**config.mk**
```make
export PLATFORM = sky130hd
export DESIGN_NAME = lane_parity_unit
export DESIGN_NICKNAME = d
export VERILOG_FILES = /design/src/rtl/lane_parity_pkg.sv /design/src/rtl/lane_parity_dp.sv /design/src/rtl/lane_parity_ctrl.sv /design/src/rtl/lane_parity_unit.sv
export SDC_FILE = /design/constraint.sdc
export NUM_CORES = 1
export LEC_CHECK = 0
export ABC_CLOCK_PERIOD_IN_PS = 2950
export BUFFER_PORTS_ARGS = -buffer_cell sky130_fd_sc_hd__clkbuf_2
export CORE_UTILIZATION = 36
export CTS_CLUSTER_DIAMETER = 30
export DETAILED_ROUTE_END_ITERATION = 7
export GPL_ROUTABILITY_DRIVEN = 0
export GPL_TIMING_DRIVEN = 0
export PLACE_DENSITY = 0.84
export SYNTH_ARGS = -nofsm -noshare
export SYNTH_HDL_FRONTEND = slang
export SYNTH_SLANG_ARGS = --single-unit
```
**constraint.sdc**
```tcl
create_clock -name clk -period 2.95 [get_ports clk]
set_clock_uncertainty 0.05 [all_clocks]
set_input_delay 0.59 -clock clk [delete_from_list [all_inputs] [get_ports clk]]
set_output_delay 0.59 -clock clk [all_outputs]
set_load 0.03 [all_outputs]
```
**src/rtl/lane_parity_pkg.sv**
```systemverilog
package lane_parity_pkg;
  // Strobes passed from control to the datapath.
  typedef struct packed {
    logic genMode;   // trees steered to mailbox data, top bits rewritten
    logic oddSense;  // 1 = odd parity sense
  } parStrobe_t;
endpackage

```
**src/rtl/lane_parity_dp.sv**
```systemverilog
module lane_parity_dp
  import lane_parity_pkg::*;
#(
  parameter int LANES  = 4,
  parameter int LANE_W = 9
) (
  input  parStrobe_t               strobe,
  input  logic [LANES*LANE_W-1:0]  portIn,
  input  logic [LANES*LANE_W-1:0]  mailData,
  output logic [LANES*LANE_W-1:0]  portOut,
  output logic [LANES-1:0]         laneFail
);
  localparam int DATA_W = LANE_W - 1;

  for (genvar g = 0; g < LANES; g++) begin : gLane
    localparam int LO = g * LANE_W;
    logic [LANE_W-1:0] treeIn;
    logic              treeX;
    logic              senseMiss;

    // One tree per lane: the port lane when checking, the mailbox data bits when generating.
    always_comb begin
      if (strobe.genMode) treeIn = {1'b0, mailData[LO +: DATA_W]};
      else                treeIn = portIn[LO +: LANE_W];
    end

    assign treeX     = ^treeIn;
    // When checking, the lane fails on a mismatch with the sense.
    // When generating, the same value is the parity bit to emit.
    assign senseMiss = treeX ^ strobe.oddSense;
    assign laneFail[g] = senseMiss;

    always_comb begin
      if (strobe.genMode) portOut[LO +: LANE_W] = {senseMiss, mailData[LO +: DATA_W]};
      else                portOut[LO +: LANE_W] = mailData[LO +: LANE_W];
    end
  end
endmodule

```
**src/rtl/lane_parity_ctrl.sv**
```systemverilog
module lane_parity_ctrl
  import lane_parity_pkg::*;
#(
  parameter int LANES = 4
) (
  input  logic             clk,
  input  logic             rstN,
  input  logic             chipSelN,
  input  logic             enable,
  input  logic             dirWrite,
  input  logic             mailSel,
  input  logic             genEnable,
  input  logic             oddSel,
  input  logic [LANES-1:0] laneFail,
  output parStrobe_t       strobe,
  output logic             parityErrN
);
  logic genQual;

  assign genQual = ~chipSelN & enable & ~dirWrite & mailSel & genEnable;

  always_comb begin
    strobe.genMode  = genQual;
    strobe.oddSense = oddSel;
  end

  // In generate mode the trees are busy with mailbox data, so the flag is held inactive.
  always_ff @(posedge clk or negedge rstN) begin
    if (!rstN) parityErrN <= 1'b1;
    else       parityErrN <= genQual | ~(|laneFail);
  end
endmodule

```
**src/rtl/lane_parity_unit.sv**
```systemverilog
module lane_parity_unit
  import lane_parity_pkg::*;
#(
  parameter int LANES  = 4,
  parameter int LANE_W = 9
) (
  input  logic                     clk,
  input  logic                     rstN,
  input  logic                     chipSelN,
  input  logic                     enable,
  input  logic                     dirWrite,
  input  logic                     mailSel,
  input  logic                     genEnable,
  input  logic                     oddSel,
  input  logic [LANES*LANE_W-1:0]  portIn,
  input  logic [LANES*LANE_W-1:0]  mailData,
  output logic [LANES*LANE_W-1:0]  portOut,
  output logic                     parityErrN
);
  parStrobe_t       strobe;
  logic [LANES-1:0] laneFail;

  lane_parity_ctrl #(.LANES(LANES)) u_ctrl (
    .clk(clk), .rstN(rstN), .chipSelN(chipSelN), .enable(enable),
    .dirWrite(dirWrite), .mailSel(mailSel), .genEnable(genEnable),
    .oddSel(oddSel), .laneFail(laneFail), .strobe(strobe),
    .parityErrN(parityErrN)
  );

  lane_parity_dp #(.LANES(LANES), .LANE_W(LANE_W)) u_dp (
    .strobe(strobe), .portIn(portIn), .mailData(mailData),
    .portOut(portOut), .laneFail(laneFail)
  );
endmodule

```
==> out/results.txt, run 1 <==
status = completed
CP Max Fanout = 10
initial drt markers = 6
FILL cells = 237
antenna-violating nets left = 0
Power Internal = 211.6 µW
Sw Ratio = 46.38%
largest net degree at the start of global routing = 11
Final Max Tran Viols = 0
Final Hold Vio Count = 0
flops & latches, synth = 1
Avg Inst Size Synth = 8.548 µm²
Synth cell types = 14
area delta synth->final = 63.47%
maximum vdd drop = 0.0001417 V
RSZ-0062 raised after global routing = false
CP Data Required Time = 2.31 ns
max_slew headroom = 85.76%
Multi-input gate area = 683.2 µm²
DRC viols = 0
Largest regs = u_ctrl.parityErrN x1
Detailed Route WL = 2260 µm
layout cells sized above 1 = 66.67%
register share of total power = 5.3%
post-synthesis sequential area ratio = 2.720%
fin nets = 310
CTS Hold Buffers Added = 0
Net Count, Synth = 193
number of global-route vias before repair = 902
post-DR vias/cell = 4.054
PwrDens = 249.9 mW/mm²
CTS resizes = 0
Biggest register = u_ctrl.parityErrN
io pins = 117
Worst EP arrival = 2.13 ns
Final Cycle Share = 93.78%
Worst Setup End Kind = output pin
synth warn = 0
Starting Density = 38.64%
Post-Synthesis Cells = 113
Clock Pin Slew Worst Setup and Hold Paths = 0 ns
post-CTS setup buffer count = 0
IO buf count = 115
Psw = 183.0 µW
total power = 394.6 µW
Leak Pwr = 0.8849 nW
# diodes = 0
post-route minimum period = 2.766 ns
Die W = 53.80 µm
Cell Rows = 18
first-pass GRT wire length = 3381 µm
FMAX = 361.5 MHz
die span in y = 53.80 µm
DR pass1 iterations = 2
min-delay worst type = primary input to asynchronous set/reset pin
max reg flops = 1
initial antenna violation count = 0
global route total overflow = 0
Final HPWL DP = 2250 µm
Finish-stage setup viols = 0
CP Launch Type = primary input
Worst-Margin Slew = 0.2076 ns
wire per inst = 8.760 µm
register area = 26.28 µm²
GR Util All Layers = 15.27%
Fin Setup TNS = 0 ns
Core ar. = 0.002500 mm²
clock share of power = 0%
mapped cell area = 965.9 µm²
Die Area = 0.002894 mm²
Setup Crit Path Kind = primary input to output pin
MaxCap Viol Count = 0
combinational power share = 94.7%
via count = 1046
[power groups by stage]
stage | Sequential (mW) | Combinational (mW) | Clock, mW
final | 0.0207 | 0.374 | 0
after global routing | 0.0213 | 0.407 | 0
after global placement | 0.0207 | 0.371 | 0
after detailed placement | 0.0208 | 0.378 | 0
after floorplan | 0.0289 | 0.260 | 0
after CTS | 0.0208 | 0.379 | 0
[through the flow]
stage               util, %  setup WS [ns]  cells  area [µm²]  hold WS (ns)
global route          63.16        0.04208    258        1579        0.4802
detailed placement    63.16         0.1579    258        1579        0.4742
CTS                   63.16         0.1580    258        1579        0.4748
global placement      63.16         0.1577    258        1579        0.4733
floorplan                 -         0.4536    113       965.9        0.3922
finish                63.16         0.1836    258        1579        0.4731
[placed cells by master (no fill, tap or decap), drive strengths merged]
cell    synthesis  routed
xnor2          54      54
nand2           2       2
o21ai           2       2
mux2i           6       6
nor2            1       1
nand3           1       1
mux2            2       2
o31ai           1       1
clkbuf          0     115
nand4           1       1
xor2            8       8
dfstp           1       1
buf            34      34
[path summary, 6_finish.rpt]
path                       depth (start not counted)                end  slack (ns)      start
worst max-delay path                               9        portOut[35]        0.18   dirWrite
worst min-delay path                               1  u_ctrl.parityErrN        0.47       rstN
max in group asynchronous                          1  u_ctrl.parityErrN        2.36       rstN
min in group clk                                   4  u_ctrl.parityErrN        1.00  genEnable
[logic make-up (layout without fill, tap and decap cells)]
| family | count (synthesis) | after routing | synth area share (%) |
|---|---|---|---|
| AND/OR/NAND/NOR | 5 | 5 | 4.145 |
| flip-flops | 1 | 1 | 2.721 |
| buffers and inverters | 34 | 149 | 26.55 |
| XOR/XNOR | 62 | 62 | 56.22 |
| AO/OA/AOI/OAI | 3 | 3 | 1.814 |
| multiplexers | 8 | 8 | 8.549 |
[worst max-delay path: stages]
cell      delay [ns]
clkbuf_2        0.09
nor2_2          0.14
nand4_4         0.17
buf_6           0.19
mux2i_1         0.21
xnor2_1         0.16
xnor2_1         0.11
mux2_1          0.28
clkbuf_2        0.18
[cell usage after synthesis]
master / n / share of area (%)
o31ai_1: 1 / 0.78
nand3_1: 1 / 0.52
xnor2_1: 54 / 49
nor2_2: 1 / 0.65
nand4_4: 1 / 2.2
xor2_1: 8 / 7.3
nand2_1: 2 / 0.78
dfstp_2: 1 / 2.7
o21ai_0: 2 / 1.0
buf_2: 1 / 0.52
mux2_1: 2 / 2.3
mux2i_1: 6 / 6.2
buf_4: 32 / 25
buf_6: 1 / 1.2
[layer usage]
| metal | wire, µm | part of all wire (%) | track usage [%] | up-vias |
|---|---|---|---|---|
| met5 | 0 | 0 | 0 | - |
| met1 | 738 | 33 | 15.84 | 440 |
| li1 | - | - | - | 554 |
| met3 | 173 | 7.7 | 0.5650 | 0 |
| met4 | 0 | 0 | 0 | 0 |
| met2 | 1349 | 60 | 33.95 | 52 |
[area by class of cell]
| class | instances | share of cell area (%) |
|---|---|---|
| sequential | 1 | 1.664 |
| multi-input combinational | 78 | 43.26 |
| timing repair buffer | 115 | 36.45 |
| tap | 30 | 2.377 |
| buffer | 34 | 16.24 |
Note: power is estimated with default switching activity, not from simulation.
==> run 2, diff against run 1 <==
--- a/config.mk
+++ b/config.mk
@@ -7,12 +7,14 @@
 export LEC_CHECK = 0
 export ABC_CLOCK_PERIOD_IN_PS = 2950
 export BUFFER_PORTS_ARGS = -buffer_cell sky130_fd_sc_hd__clkbuf_2
+export CORE_ASPECT_RATIO = 0.75
 export CORE_UTILIZATION = 36
 export CTS_CLUSTER_DIAMETER = 30
 export DETAILED_ROUTE_END_ITERATION = 7
 export GPL_ROUTABILITY_DRIVEN = 0
 export GPL_TIMING_DRIVEN = 0
 export PLACE_DENSITY = 0.84
+export RECOVER_POWER = 100
 export SYNTH_ARGS = -nofsm -noshare
 export SYNTH_HDL_FRONTEND = slang
 export SYNTH_SLANG_ARGS = --single-unit
==> run 2 against run 1 <==
Sequential power about the same; via count increased by 1.2%; sequential share of layout area about the same; design area decreased by 2.5%; flip-flop and latch count unchanged; first-iteration DRC count decreased by 83%; hold slack improved by 0.0023 ns; largest cell class unchanged; highest routed layer unchanged.
==> out/results.txt, run 2 (synthesized netlist as in run 1, its figures left out) <==
worst path cell trace = clkbuf_2, nor2_2, nand4_4, buf_6, mux2i_1, xnor2_1, xnor2_1, mux2_1, clkbuf_2
Finish-stage setup viols = 0 (unchanged)
wire per inst = 8.645 µm (-1.3%)
Setup Crit Path Kind = primary input to output pin
status = completed
min-delay worst type = primary input to asynchronous set/reset pin
CP max stage cell = mux2_1
maximum vdd drop = 0.00009834 V (-31%)
FMAX = 361.4 MHz (about the same)
Die W = 61.81 µm (+15%)
M2 GR Usage = 30.54% (-3.4 points)
post-CTS setup buffer count = 0 (unchanged)
GRT met1 Usage = 14.45% (-1.4 points)
met3 GRT Util = 0.8264% (+0.26 points)
max_slew headroom = 74.91% (-11 points)
# diodes = 0 (unchanged)
Sw Ratio = 47.07% (+0.69 points)
Final Max Tran Viols = 0 (unchanged)
Worst-Margin Slew = 0.3779 ns (+0.1703 ns)
area delta synth->final = 59.46%
clock share of power = 0% (unchanged)
Worst Setup End Kind = output pin
CP delay by family, top = multiplexers
CP Max Fanout = 10 (unchanged)
CTS Hold Buffers Added = 0 (unchanged)
Biggest register = u_ctrl.parityErrN
GR Util All Layers = 13.57% (-1.7 points)
IO buf count = 115 (unchanged)
max reg flops = 1 (unchanged)
MaxCap Viol Count = 0 (unchanged)
io pins = 117 (unchanged)
layout cells sized above 1 = 51.32% (-15 points)
total power = 385.5 µW (-2.3%)
Detailed Route WL = 2265 µm (+0.22%)
die span in y = 46.86 µm (-13%)
Leak Pwr = 0.7804 nW (-12%)
register share of total power = 5.4% (about the same)
Final HPWL DP = 2205 µm (-2.0%)
Largest regs = u_ctrl.parityErrN x1
Cell Rows = 15 (-3)
DR pass1 iterations = 2 (unchanged)
largest net degree at the start of global routing = 11 (unchanged)
combinational power share = 94.6% (about the same)
CP Data Required Time = 2.31 ns (about the same)
RSZ-0062 raised after global routing = false
antenna-violating nets left = 0 (unchanged)
WHS = 0.4754 ns (+0.002285 ns)
commonest non-fill, non-tap cell in the layout = clkbuf_2
initial drt markers = 1 (-5)
PwrDens = 250.3 mW/mm² (+0.15%)
fin nets = 310 (unchanged)
Area after DPL = 0.001584 mm² (+0.32%)
via count = 1059 (+1.2%)
GR peak layer = met2
Die Area = 0.002896 mm² (about the same)
Worst EP arrival = 2.13 ns (about the same)
DRC viols = 0 (unchanged)
design area = 0.001540 mm² (-2.5%)
CTS resizes = 0 (unchanged)
Fin Setup TNS = 0 ns (unchanged)
number of global-route vias before repair = 856 (-5.1%)
Final Cycle Share = 93.80% (about the same)
Psw = 181.4 µW (-0.84%)
CP Launch Type = primary input
Power Internal = 204.0 µW (-3.6%)
global route total overflow = 0 (unchanged)
Starting Density = 39.90% (+1.3 points)
post-DR vias/cell = 4.042 (-0.30%)
CP peak stage delay = 0.29 ns (about the same)
first-pass GRT wire length = 3056 µm (-9.6%)
CP bufs+invs = 3 (unchanged)
commonest cells after routing, fill and taps aside = clkbuf_2, xnor2_1, clkbuf_1
Final Hold Vio Count = 0 (unchanged)
Clock Pin Slew Worst Setup and Hold Paths = 0 ns (unchanged)
post-route minimum period = 2.767 ns (+0.0005820 ns)
Core ar. = 0.002421 mm² (-3.2%)
initial antenna violation count = 0 (unchanged)
run 2: cell types whose count changed in the layout (fill, tap and decap cells not counted):
cell / before / now
clkbuf_1: 0 / 35
clkbuf_2: 115 / 80
run 2: worst paths after layout:
check	slack [ns]	depth (start not counted)	from	end
worst max-delay path	0.18	9	dirWrite	portOut[35]
worst min-delay path	0.48	1	rstN	u_ctrl.parityErrN
max in group asynchronous	2.35	1	rstN	u_ctrl.parityErrN
min in group clk	1.00	4	genEnable	u_ctrl.parityErrN
run 2: metrics by stage:
step                      instances  worst slack [ns]  util (%)
final                           262            0.1830     63.62
after global routing            262           0.05941     63.62
after CTS                       262            0.1598     65.43
after detailed placement        262            0.1621     65.43
after global placement          262            0.1982     65.43
after floorplan                 113            0.4536         -
run 2: power by group through the flow:
stage | sequential [mW] | combinational, mW | clock [mW]
floorplan | 0.0289 | 0.260 | 0
CTS | 0.0208 | 0.378 | 0
detailed placement | 0.0208 | 0.377 | 0
global placement | 0.0206 | 0.371 | 0
finish | 0.0207 | 0.365 | 0
global route | 0.0219 | 0.399 | 0
run 2: routing by layer:
metal	share of wire (%)	vias up	wire length [µm]
met5	0	-	0
met4	0	0	0
met1	37	459	837
li1	-	555	-
met2	57	45	1286
met3	6.2	0	141
run 2: cell type report:
| cell class | count | area, µm² |
|---|---|---|
| Timing Repair Buffer | 115 | 531.8 |
| Sequential cell | 1 | 26.28 |
| Multi-Input combinational cell | 78 | 683.2 |
| Fill cell | 239 | 880.8 |
| Buffer | 34 | 256.5 |
| Tap cell | 34 | 42.54 |
==> run 3, diff against run 2 <==
--- a/config.mk
+++ b/config.mk
@@ -5,10 +5,12 @@
 export SDC_FILE = /design/constraint.sdc
 export NUM_CORES = 1
 export LEC_CHECK = 0
+export ABC_AREA = 1
 export ABC_CLOCK_PERIOD_IN_PS = 2950
 export BUFFER_PORTS_ARGS = -buffer_cell sky130_fd_sc_hd__clkbuf_2
 export CORE_ASPECT_RATIO = 0.75
-export CORE_UTILIZATION = 36
+export CORE_MARGIN = 5
+export CORE_UTILIZATION = 41
 export CTS_CLUSTER_DIAMETER = 30
 export DETAILED_ROUTE_END_ITERATION = 7
 export GPL_ROUTABILITY_DRIVEN = 0
==> run 3 against run 2 <==
Global-route usage up 1.9 points; worst setup slack got worse by 0.0085 ns; sequential power decreased by 14%; hold slack worse by 0.0015 ns; first-iteration DRC count increased to 46 times the previous value; via count grew 57%; flip-flop and latch count stayed put; design area up 23%; synthesized cell count up 110%; core utilization rose by 0.12 points; largest power group unchanged; highest routed layer unchanged.
==> out/results.txt, run 3 <==
fin nets = 437 (+41%)
Clock Pin Slew Worst Setup and Hold Paths = 0 ns (unchanged)
wire per inst = 9.344 µm (+8.1%)
Leak Pwr = 1.229 nW (+58%)
min-delay worst type = primary input to asynchronous set/reset pin
Largest regs = u_ctrl.parityErrN x1
Post-Synthesis Cells = 236 (+110%)
Main synth FF type = dfstp_2
IO buf count = 116 (+0.87%)
Worst EP arrival = 2.14 ns (about the same)
GR Util All Layers = 15.45% (+1.9 points)
status = completed
Synth Area in Compound Gates = 3.311% (+1.5 points)
Finish-stage setup viols = 0 (unchanged)
Avg Inst Size Synth = 5.445 µm² (-36%)
Synth area leader = nand2_1
commonest cells after routing, fill and taps aside = nand2_1, clkbuf_2, buf_4
Synth area leaders = nand2_1, buf_4, xor2_1
mapped cell area = 0.001285 mm² (+33%)
total power = 371.7 µW (-3.6%)
Starting Density = 43.15% (+3.3 points)
Worst-Margin Slew = 0.3937 ns (+0.01585 ns)
Commonest cells post-synth = nand2_1, buf_4, inv_1
design area = 0.001898 mm² (+23%)
CP delay by family, top = buffers and inverters
Place WS = 0.1485 ns (-0.01363 ns)
CP peak stage delay = 0.27 ns (-0.02 ns)
CTS Hold Buffers Added = 0 (unchanged)
post-synthesis sequential area ratio = 2.045% (-0.68 points)
Synth cell types = 18 (+4)
max reg flops = 1 (unchanged)
final cell count without fillers = 393 (+50%)
number of global-route vias before repair = 1475 (+72%)
Fin Setup TNS = 0 ns (unchanged)
layout cells sized above 1 = 38.87% (-12 points)
met2 WL = 1767 µm (+37%)
Met3 Routed Length = 371 µm (+160%)
io pins = 117 (unchanged)
Synth Area in XOR/XNOR = 19.77% (-36 points)
via count = 1662 (+57%)
Post-synth EDFFs = 0 (unchanged)
die span in y = 58.48 µm (+25%)
global route total overflow = 0 (unchanged)
CP max stage cell = xnor2_1
# diodes = 0 (unchanged)
DRC viols = 0 (unchanged)
uppermost layer routed = met3
Final Cycle Share = 94.09% (+0.29 points)
largest net degree at the start of global routing = 11 (unchanged)
post-route minimum period = 2.776 ns (+0.008516 ns)
Die Area = 0.004365 mm² (+51%)
Detailed Route WL = 3672 µm (+62%)
Cell Rows = 17 (+2)
worst path cell trace = clkbuf_2, inv_1, nor2_2, nand3_2, buf_6, nand2_1, nand2_1, xnor2_1, inv_1, nand2_1, nand2_1, o21ai_0, clkbuf_2
DR pass1 iterations = 4 (+2)
Net Count, Synth = 316 (+64%)
Die W = 74.65 µm (+21%)
Final Hold Vio Count = 0 (unchanged)
MaxCap Viol Count = 0 (unchanged)
proportion of synthesized area in mux cells = 0% (-8.5 points)
RSZ-0062 raised after global routing = false
Biggest register = u_ctrl.parityErrN
Worst Setup End Kind = output pin
M1 wire length = 1533 µm (+83%)
adder-cell share of the synthesized area = 0% (unchanged)
placed cells = 390 (+49%)
Synth top area share = 29.50% (-19 points)
asr flop ratio synth = 100.0% (unchanged)
commonest non-fill, non-tap cell in the layout = nand2_1
max_slew headroom = 73.86% (-1.1 points)
largest family of logic cells by synthesized area = simple AND/OR/NAND/NOR gates
area delta synth->final = 47.71%
post-DR vias/cell = 4.229 (+4.6%)
Util after Layout = 63.74% (+0.12 points)
synth warn = 0 (unchanged)
Final WS setup = 0.1745 ns (-0.008516 ns)
PwrDens = 195.8 mW/mm² (-22%)
leading cell type by number of instances after synthesis = nand2_1
initial drt markers = 46 (+45)
CP Max Fanout = 10 (unchanged)
maximum vdd drop = 0.00008498 V (-14%)
flops & latches, synth = 1 (unchanged)
most used cell, CP = nand2_1
CP bufs+invs = 5 (+2)
antenna-violating nets left = 0 (unchanged)
CP Data Required Time = 2.31 ns (about the same)
Simple-Gate Fraction of Synth Area = 44.21% (+40 points)
Setup Crit Path Kind = primary input to output pin
Core ar. = 0.002978 mm² (+23%)
initial antenna violation count = 0 (unchanged)
FMAX = 360.3 MHz (-0.31%)
Final Max Tran Viols = 0 (unchanged)
Final HPWL DP = 3346 µm (+52%)
WHS = 0.4739 ns (-0.001526 ns)
Area after DPL = 0.001913 mm² (+21%)
first-pass GRT wire length = 5713 µm (+87%)
CP Launch Type = primary input
run 3: layout make-up:
cell class / instances / area [µm²]
Fill cell: 320 / 1080
Multi-Input combinational cell: 170 / 872.1
Timing Repair Buffer: 119 / 561.8
Buffer: 36 / 281.5
Inverter: 29 / 108.9
Tap cell: 38 / 47.55
Sequential cell: 1 / 26.28
run 3: repair_timing:
| item | in CTS | in global routing |
|---|---|---|
| endpoints found under the hold margin | 0 | 0 |
| setup endpoints to repair | 0 | 1 |
| resized for setup | 0 | 3 |
| buffers inserted | 0 | 3 |
run 3: logic make-up after synthesis:
logic type	Yosys count
and+or+nand+nor	133
DFF	1
AOI/OAI and AO/OA	8
xor gates and xnor gates	29
buffers and inverters	65
run 3: where the power goes:
group	internal [mW]	switching, mW	total, mW
Combinational	0.150	0.204	0.354
Sequential	0.0174	0.000486	0.0179
Clock	0	0	0
Total	0.167	0.205	0.372
run 3: routing by layer:
metal / up-vias / global-route usage, %
met1: 679 / 20.75
li1: 924 / -
met3: 0 / 1.706
met4: 0 / 0
met5: - / 0
met2: 59 / 28.16
run 3: final timing paths:
kind | slack (ns) | startpoint | depth (start not counted) | endpoint
worst max-delay path | 0.17 | genEnable | 13 | portOut[26]
worst min-delay path | 0.47 | rstN | 1 | u_ctrl.parityErrN
max in group asynchronous | 2.36 | rstN | 1 | u_ctrl.parityErrN
min in group clk | 1.03 | chipSelN | 5 | u_ctrl.parityErrN
